File: src/rtl/nvm_eng_pkg.sv
// Package: shared state encoding, status bit positions and helpers for the
// program/erase engine. Assumes nothing beyond plain SystemVerilog.
package nvm_eng_pkg;

    typedef enum logic [2:0] {
        ST_IDLE,
        ST_EDWELL,
        ST_ESWEEP,
        ST_ESUSP,
        ST_WRUN
    } eng_state_t;

    localparam int unsigned SRB_READY = 7;
    localparam int unsigned SRB_PARK  = 6;
    localparam int unsigned SRB_EERR  = 5;
    localparam int unsigned SRB_WERR  = 4;
    localparam int unsigned SRB_VLOW  = 3;
    localparam int unsigned SRB_LOCK  = 1;

    function automatic int unsigned imax(input int unsigned a, input int unsigned b);
        return (a > b) ? a : b;
    endfunction

endpackage

File: src/rtl/nvm_block_map.sv
// Block map: turns a word address into its block base, its size class and a
// boot flag. Assumes bottom-boot order (boot, parameter, main) and power-of-two
// block sizes.
module nvm_block_map #(
    parameter int unsigned SMALL_WORDS = 4096,
    parameter int unsigned BIG_WORDS   = 32768,
    parameter int unsigned N_BOOT      = 2,
    parameter int unsigned N_PARAM     = 6,
    parameter int unsigned ADDR_W      = 19
) (
    input  logic [ADDR_W-1:0] addr,
    output logic              is_boot,
    output logic              is_big,
    output logic [ADDR_W-1:0] base
);
    localparam logic [ADDR_W-1:0] BOOT_END  = ADDR_W'(N_BOOT * SMALL_WORDS);
    localparam logic [ADDR_W-1:0] SMALL_END = ADDR_W'((N_BOOT + N_PARAM) * SMALL_WORDS);
    localparam logic [ADDR_W-1:0] SMALL_MSK = ~ADDR_W'(SMALL_WORDS - 1);
    localparam logic [ADDR_W-1:0] BIG_MSK   = ~ADDR_W'(BIG_WORDS - 1);

    logic [ADDR_W-1:0] big_off;

    // Classify the address and align it down to the start of its block.
    always_comb begin
        is_boot = addr < BOOT_END;
        is_big  = addr >= SMALL_END;
        big_off = addr - SMALL_END;
        if (is_big) base = SMALL_END + (big_off & BIG_MSK);
        else        base = addr & SMALL_MSK;
    end
endmodule

File: src/rtl/nvm_countdown.sv
// Down-counter timer: load a value, count down while enabled, hold at zero.
// Assumes the loaded value is the wanted cycle count minus one.
module nvm_countdown #(
    parameter int unsigned W = 8
) (
    input  logic         clk,
    input  logic         rst_n,
    input  logic         load,
    input  logic [W-1:0] val,
    input  logic         en,
    output logic         zero
);
    logic [W-1:0] cnt;

    // Load has priority; otherwise decrement until zero.
    always_ff @(posedge clk) begin
        if (!rst_n)                cnt <= '0;
        else if (load)             cnt <= val;
        else if (en && cnt != '0)  cnt <= cnt - 1'b1;
    end

    assign zero = (cnt == '0);
endmodule

File: src/rtl/nvm_program_engine.sv
// Program/erase engine: runs block erase (preparation wait, then one word per
// cycle set to all ones) and word program (wait, then old AND new), with
// supply and boot-lock checks, erase park/resume with a nested program, and
// sticky error bits. Assumes a combinational array read port and synchronous
// active-low reset that aborts any operation.
module nvm_program_engine
    import nvm_eng_pkg::*;
#(
    parameter int unsigned SMALL_WORDS     = 4096,
    parameter int unsigned BIG_WORDS       = 32768,
    parameter int unsigned N_BOOT          = 2,
    parameter int unsigned N_PARAM         = 6,
    parameter int unsigned N_MAIN          = 15,
    parameter int unsigned DATA_W          = 16,
    parameter int unsigned ERASE_SMALL_CYC = 64,
    parameter int unsigned ERASE_BIG_CYC   = 256,
    parameter int unsigned WRITE_SMALL_CYC = 12,
    parameter int unsigned WRITE_BIG_CYC   = 8,
    parameter int unsigned SUSP_LAT        = 6,
    localparam int unsigned ADDR_W = $clog2((N_BOOT + N_PARAM) * SMALL_WORDS + N_MAIN * BIG_WORDS)
) (
    input  logic              clk,
    input  logic              rst_n,
    input  logic              start_erase,
    input  logic              start_write,
    input  logic              suspend_req,
    input  logic              resume_req,
    input  logic              clear_req,
    input  logic [ADDR_W-1:0] req_addr,
    input  logic [DATA_W-1:0] req_data,
    input  logic              vpp_ok,
    input  logic              boot_wp_release,
    input  logic              hv_override,
    input  logic              inj_prog_fail,
    input  logic [DATA_W-1:0] arr_rdata,
    output logic [7:0]        status,
    output logic              rdy_busy,
    output logic              arr_we,
    output logic [ADDR_W-1:0] arr_addr,
    output logic [DATA_W-1:0] arr_wdata
);
    localparam int unsigned MAX_CYC = imax(imax(ERASE_SMALL_CYC, ERASE_BIG_CYC),
                                           imax(imax(WRITE_SMALL_CYC, WRITE_BIG_CYC), SUSP_LAT));
    localparam int unsigned CNT_W   = $clog2(MAX_CYC + 1);
    localparam int unsigned IDX_W   = $clog2(BIG_WORDS);
    localparam int unsigned N_TMR   = 3;   // 0: erase preparation, 1: program, 2: park latency

    eng_state_t        st, e_ret;
    logic [ADDR_W-1:0] e_base, w_addr;
    logic [IDX_W-1:0]  e_idx;
    logic              e_big, w_nest, susp_pend;
    logic [DATA_W-1:0] w_data;
    logic              sr_e, sr_w, sr_v, sr_l;

    logic              map_boot, map_big;
    logic [ADDR_W-1:0] map_base;
    logic              bad_vpp, bad_lock, start_bad;
    logic              er_accept, er_reject, wr_accept, wr_reject, susp_take;
    logic              e_last, running;
    logic [N_TMR-1:0]  t_load, t_en, t_zero;
    logic [CNT_W-1:0]  t_val [N_TMR];

    nvm_block_map #(
        .SMALL_WORDS(SMALL_WORDS), .BIG_WORDS(BIG_WORDS),
        .N_BOOT(N_BOOT), .N_PARAM(N_PARAM), .ADDR_W(ADDR_W)
    ) u_map (
        .addr(req_addr), .is_boot(map_boot), .is_big(map_big), .base(map_base)
    );

    for (genvar g = 0; g < N_TMR; g++) begin : g_tmr
        nvm_countdown #(.W(CNT_W)) u_tmr (
            .clk(clk), .rst_n(rst_n), .load(t_load[g]), .val(t_val[g]),
            .en(t_en[g]), .zero(t_zero[g])
        );
    end

    // Request qualification: supply and boot-lock checks, accept/reject decode.
    always_comb begin
        bad_vpp   = !vpp_ok;
        bad_lock  = map_boot && !boot_wp_release && !hv_override;
        start_bad = bad_vpp || bad_lock;
        er_accept = (st == ST_IDLE) && start_erase && !start_bad;
        er_reject = (st == ST_IDLE) && start_erase && start_bad;
        wr_accept = start_write && !start_bad &&
                    (((st == ST_IDLE) && !start_erase) || ((st == ST_ESUSP) && !resume_req));
        wr_reject = start_write && start_bad &&
                    (((st == ST_IDLE) && !start_erase) || ((st == ST_ESUSP) && !resume_req));
        e_last    = e_idx == (e_big ? IDX_W'(BIG_WORDS - 1) : IDX_W'(SMALL_WORDS - 1));
        susp_take = suspend_req && !susp_pend &&
                    ((st == ST_EDWELL) || ((st == ST_ESWEEP) && !e_last));
        running   = (st == ST_EDWELL) || (st == ST_ESWEEP) || (st == ST_WRUN);
    end

    // Timer controls: load on the accepting edge, count in the matching state.
    always_comb begin
        t_load[0] = er_accept;
        t_val[0]  = map_big ? CNT_W'(ERASE_BIG_CYC - 1) : CNT_W'(ERASE_SMALL_CYC - 1);
        t_en[0]   = (st == ST_EDWELL);
        t_load[1] = wr_accept;
        t_val[1]  = map_big ? CNT_W'(WRITE_BIG_CYC - 1) : CNT_W'(WRITE_SMALL_CYC - 1);
        t_en[1]   = (st == ST_WRUN);
        t_load[2] = susp_take;
        t_val[2]  = CNT_W'(SUSP_LAT - 1);
        t_en[2]   = susp_pend;
    end

    // Main sequencer: state, latched operands and sticky error bits.
    always_ff @(posedge clk) begin
        if (!rst_n) begin
            st        <= ST_IDLE;
            e_ret     <= ST_EDWELL;
            e_base    <= '0;
            e_idx     <= '0;
            e_big     <= 1'b0;
            w_addr    <= '0;
            w_data    <= '0;
            w_nest    <= 1'b0;
            susp_pend <= 1'b0;
            sr_e      <= 1'b0;
            sr_w      <= 1'b0;
            sr_v      <= 1'b0;
            sr_l      <= 1'b0;
        end else begin
            if (er_reject || wr_reject) begin
                sr_e <= sr_e | er_reject;
                sr_w <= sr_w | wr_reject;
                sr_v <= sr_v | bad_vpp;
                sr_l <= sr_l | bad_lock;
            end
            if (wr_accept) begin
                w_addr <= req_addr;
                w_data <= req_data;
                w_nest <= (st == ST_ESUSP);
                st     <= ST_WRUN;
            end
            if (susp_take) susp_pend <= 1'b1;
            case (st)
                ST_IDLE: begin
                    if (er_accept) begin
                        e_base <= map_base;
                        e_big  <= map_big;
                        e_idx  <= '0;
                        st     <= ST_EDWELL;
                    end else if (!start_erase && !start_write && clear_req) begin
                        sr_e <= 1'b0;
                        sr_w <= 1'b0;
                        sr_v <= 1'b0;
                        sr_l <= 1'b0;
                    end
                end
                ST_EDWELL: begin
                    if (susp_pend && t_zero[2]) begin
                        st        <= ST_ESUSP;
                        e_ret     <= ST_EDWELL;
                        susp_pend <= 1'b0;
                    end else if (t_zero[0]) begin
                        st <= ST_ESWEEP;
                    end
                end
                ST_ESWEEP: begin
                    if (e_last) begin
                        st        <= ST_IDLE;
                        susp_pend <= 1'b0;
                    end else begin
                        e_idx <= e_idx + 1'b1;
                        if (susp_pend && t_zero[2]) begin
                            st        <= ST_ESUSP;
                            e_ret     <= ST_ESWEEP;
                            susp_pend <= 1'b0;
                        end
                    end
                end
                ST_ESUSP: begin
                    if (resume_req) st <= e_ret;
                end
                ST_WRUN: begin
                    if (t_zero[1]) begin
                        if (inj_prog_fail) sr_w <= 1'b1;
                        st <= w_nest ? ST_ESUSP : ST_IDLE;
                    end
                end
                default: st <= ST_IDLE;
            endcase
        end
    end

    // Array port: sweep writes all ones, program writes old AND new at the end.
    always_comb begin
        arr_we    = rst_n && ((st == ST_ESWEEP) ||
                              ((st == ST_WRUN) && t_zero[1] && !inj_prog_fail));
        arr_addr  = (st == ST_WRUN) ? w_addr : (e_base + ADDR_W'(e_idx));
        arr_wdata = (st == ST_WRUN) ? (arr_rdata & w_data) : '1;
    end

    // Status byte and ready/busy line.
    always_comb begin
        status            = '0;
        status[SRB_READY] = !running;
        status[SRB_PARK]  = (st == ST_ESUSP) || ((st == ST_WRUN) && w_nest);
        status[SRB_EERR]  = sr_e;
        status[SRB_WERR]  = sr_w;
        status[SRB_VLOW]  = sr_v;
        status[SRB_LOCK]  = sr_l;
        rdy_busy          = !rst_n || !running;
    end
endmodule

File: config.mk
export PLATFORM = sky130hd
export DESIGN_NAME = nvm_program_engine
export DESIGN_NICKNAME = d
export VERILOG_FILES = /design/src/rtl/nvm_eng_pkg.sv /design/src/rtl/nvm_block_map.sv /design/src/rtl/nvm_countdown.sv /design/src/rtl/nvm_program_engine.sv
export SDC_FILE = /design/constraint.sdc
export NUM_CORES = 1
export LEC_CHECK = 0
export ABC_AREA = 1
export BUFFER_PORTS_ARGS = -buffer_cell sky130_fd_sc_hd__buf_2
export CORE_MARGIN = 4
export CORE_UTILIZATION = 50
export CTS_BUF_LIST = sky130_fd_sc_hd__clkbuf_8 sky130_fd_sc_hd__clkbuf_16
export CTS_CLUSTER_SIZE = 25
export DETAILED_ROUTE_END_ITERATION = 8
export PLACE_DENSITY_LB_ADDON = 0.08
export SYNTH_ARGS = -nofsm -noshare
export SYNTH_HDL_FRONTEND = slang
export SYNTH_SLANG_ARGS = --single-unit
File: constraint.sdc
create_clock -name clk -period 2.09 [get_ports clk]
set_input_delay 0.3135 -clock clk [delete_from_list [all_inputs] [get_ports clk]]
set_output_delay 0.3135 -clock clk [all_outputs]
set_load 0.01 [all_outputs]
# == Word level (Yosys, flattened, before mapping) ==
# Index checks and enable logic that the tools add are counted.
# W data, S select, Z words.
# totals
ff_bits,109
input_bits,62
out_inout_bits,45
wordCells,153
# classes
n_addsub,7
order_cmp,2
eq_ne,9
mux,51
n_bitwise,6
reduce_logical,61
# op_table
op,count
$mux W15,3
$mux W3,13
$mux W19,2
$mux W9,4
$pmux W15 S2,1
$logic_not A9 Y1,3
$reduce_bool A9 Y1,3
$sub A9 B1 Y9 const B,3
$logic_and A1 B1 Y1,24
$mux W1,20
$add A16 B19 Y19 const A,1
$add A19 B15 Y19,1
$ge A19 B16 Y1 const B,1
$lt A19 B14 Y1 const B,1
$sub A19 B16 Y19 const B,1
$and A16 B16 Y16,1
$mux W16,1
$add A15 B1 Y15 const B,1
$eq A15 B15 Y1,1
$pmux W3 S5,1
$logic_not A1 Y1,12
$reduce_bool A2 Y1,5
$logic_or A1 B1 Y1,9
$mux W8,1
other kinds (15),23

# == Longest topological paths before layout ==
# logic_depth
depth_word,11
ltp_mapped,14
mapped_depth_nobuf,13

# == Cells and area by module ==
# A second synthesis with hierarchy kept.
# hier_totals
hier_cells,1122
area_unflattened_um2,7026.7
# by_module_without_submodules
module,n_inst,cells_each,area_per_inst_um2,seq_area_each_um2
nvm_program_engine,1,756,4839.6,1621.6
nvm_countdown,3,99,604.3,180.2
nvm_block_map,1,69,374.1,0.0

# == Least setup slack after synthesis ==
# OpenSTA, ideal clock, no wires.
# synth_path
path_kind,flip-flop to output port
from,register e_idx[12]
to,output arr_addr[18]
t_arrival_ps,1972
required_ps,1776
path_slack_ps,-196
path_stages_with_launch,9
path_buffers,0
path_cell_list,dfxtp_1 > ha_1 > inv_1 > fa_1 > or2_2 > a21oi_1 > nand3_1 > xor2_1 > o21ai_0
# synth_via
elab_chain_cells,2
# synth_lines
item,line_no,text
start: declaration,nvm_program_engine.sv:50,logic [IDX_W-1:0] e_idx;
start signal: assignment,nvm_program_engine.sv:165,e_idx <= e_idx + 1'b1;
$add A19 B15 Y19,nvm_program_engine.sv:191,arr_addr = (st == ST_WRUN) ? w_addr : (e_base + ADDR_W'(e_idx));
$mux W19,nvm_program_engine.sv:191,
end: declaration,nvm_program_engine.sv:39,"output logic [ADDR_W-1:0] arr_addr,"
# Every way passes these cells.

# == Final worst setup path ==
# Same ends and word-level chain as after synthesis.

==> flow_summary.toml <==
[floorplanning]
die_area_um2 = 11800
core_area_um2 = 9820
start_util_pct = 51.4
num_rows = 36
die-height_um = 108
fp.dieW_um = 108
ios = 107

[final_layout]
final_area_um2 = 6230
diodes = 0
synthToLayoutAreaGrowth_pct = 23.4
nets = 959
drive_above_1_share_pct = 22.1

[synth]
synth_ff_type = "dfxtp_1"
synth_top_area_cell = "dfxtp_1"
ys_ff_latch = 96
syn_area_um2 = 5050
ys_warn_count = 0
synthArstFlopShare_pct = 0
synth.most_common_cell = "nand2_1"
synth.distinct_cells = 32
synth-edff-count = 0
synthCells = 765
yosys-top-cells-area = "dfxtp_1, nand2_1, nor2_1"
seq_area_frac_synth_pct = 38.1
synth_top_area_share_pct = 38.1
synth_area_per_cell_um2 = 6.60
yosys-top-cells-count = "nand2_1, nor2_1, dfxtp_1, inv_1, o21ai_0"

[worst_setup_path]
worstSetupEndpointType = "output port"
critPathKind = "reg -> out"
cp_data_arrival_time_ps = 2180
worstPathMaxFanout = 2
crit_path_start_kind = "register"
required_ps = 1780
reg2reg_slack_ps = 280

[grt]
grt_pass1_wl_um = 22500
grt_pass1_vias = 5013
grt_max_degree = 49
grt_usage_pct = 23.7
grt_antenna_before_repair = 0
grt_overflow = 0

[power]
p_leak_nw = 2.78
peakVddDrop_mv = 0.354
powerDensity_nw_per_um2 = 670
power_w = 0.00417

[timing]
min_period_ps = 2490
finalWorstSetupSlack_ps = -399
fin_crit_sh_pct = 119
hold_viol_final = 0
setup_viol = 5
finalClockSkew_ps = 11.5
fmax_ghz = 0.402
drv_slew = 0
rsz0062_at_grt = "true"

[cts]
h-tree-depth = 3
cts.path.max_buffers = 2
clk_pin_slew_worst_paths_ps = 100
clock_sinks = 96
cts_tree = "done"
clk-insertion-delay-late_ps = 370
cts_made_buffers = 9
cts_root_buffer = "clkbuf_8"

[outcome]
outcome = "complete, but fails checks"
violations = "setup timing"

[flow_run]
cap_violations = 0

[drt]
via_per_inst = 5.11
drc = 0
first_iter_violations = 216
ant_nets = 0
dr.pass1.iters = 5
wl_um = 13700
vias = 5235
wire_per_inst_um = 13.4

[placed_design]
dp_hpwl_um = 10100
io_buffer_count = 104
dpl-instance-area_um2 = 5790
gp_congestion = 0.908

[min_path]
hp-class = "in -> reg"
==> through the flow <==
step	hold slack (ps)	util [%]	TNS (ps)	cells	setup WS, ps
floorplan	425	-	0	766	11.2
global placement	444	59.0	-271	996	-173
detailed placement	439	59.0	-312	996	-197
CTS	173	62.2	-1220	1014	-416
global route	176	63.4	-1800	1024	-482
finish	186	63.4	-1320	1024	-399
==> timing repair <==
item / CTS / global route
endpoints found under the setup margin: 10 / 17
gates resized for setup: 22 / 13
hold endpoints to repair: 0 / 0
buffers inserted: 2 / 9
pin swaps: 9 / 8
hold buffers: 0 / 0
cloned: 0 / 1
==> power breakdown <==
group / leakage, nW / internal (W) / switching [W]
clock network: 0.119 / 0.000738 / 0.000654
registers: 0.785 / 0.00193 / 0.0000692
logic: 1.88 / 0.000311 / 0.000474
==> registers in the layout, summed over array words and instances (netlist names), 2 cells and up <==
signal,count
g_tmr.u_tmr.cnt,27
w_addr,19
w_data,16
e_idx,15
e_base,7
st,3
e_ret,2
==> placed cells by master (no fill, tap or decap), types with 8 or more instances in the layout <==
master	count
a21oi_1	41
buf_2	104
buf_4	29
clkbuf_8	11
dfxtp_1	89
ha_1	8
inv_1	82
nand2_1	172
nand3_1	45
nand4_1	10
nor2_1	116
nor3_1	13
o21ai_0	77
o21ai_1	8
xor2_1	8
==> cell type report <==
cell class / count / area [µm²]
clock buffer: 11 / 151
clock inverter: 5 / 78.8
fill: 976 / 3590
inverter: 91 / 344
multi-input combinational: 550 / 2720
sequential: 96 / 1930
tap: 133 / 166
timing repair buffer: 138 / 835
==> critical path, stage by stage, from the launching register on <==
cell,delay (ps)
dfxtp_2,360
ha_4,140
inv_2,30
fa_2,330
or2_4,250
a21oi_4,140
nand3_2,100
xor2_2,180
o21ai_2,110
buf_2,140
==> layer usage <==
layer	global-route usage, %	wire length (µm)	up-vias
met5	0	0	-
met4	7.94	215	0
met3	5.07	750	18
met2	39.8	6620	127
met1	30.1	6110	2396
li1	-	-	2694
==> worst paths after layout <==
path                         startpoint               endpoint  cells past startpoint
setup reg to reg  g_tmr[0].u_tmr.cnt[0]  g_tmr[0].u_tmr.cnt[6]                      9
setup / recovery              e_idx[12]           arr_addr[18]                      9
hold / removal              req_data[0]              w_data[0]                      3
hold reg to reg                    sr_e                   sr_e                      2
==> logic make-up (layout without fill, tap and decap cells) <==
logic type      count (synthesis)  after routing  synth area share [%]
compound gates                145            145                  15.2
xor+xnor                       12             12                  2.08
fa+ha+maj                      11             11                  2.88
buf+inv                       120            245                  10.0
flops                          96             96                  38.1
other cells                     1              2                0.0743
simple gates                  380            380                  31.6
Note: power is estimated with default switching activity, not from simulation.
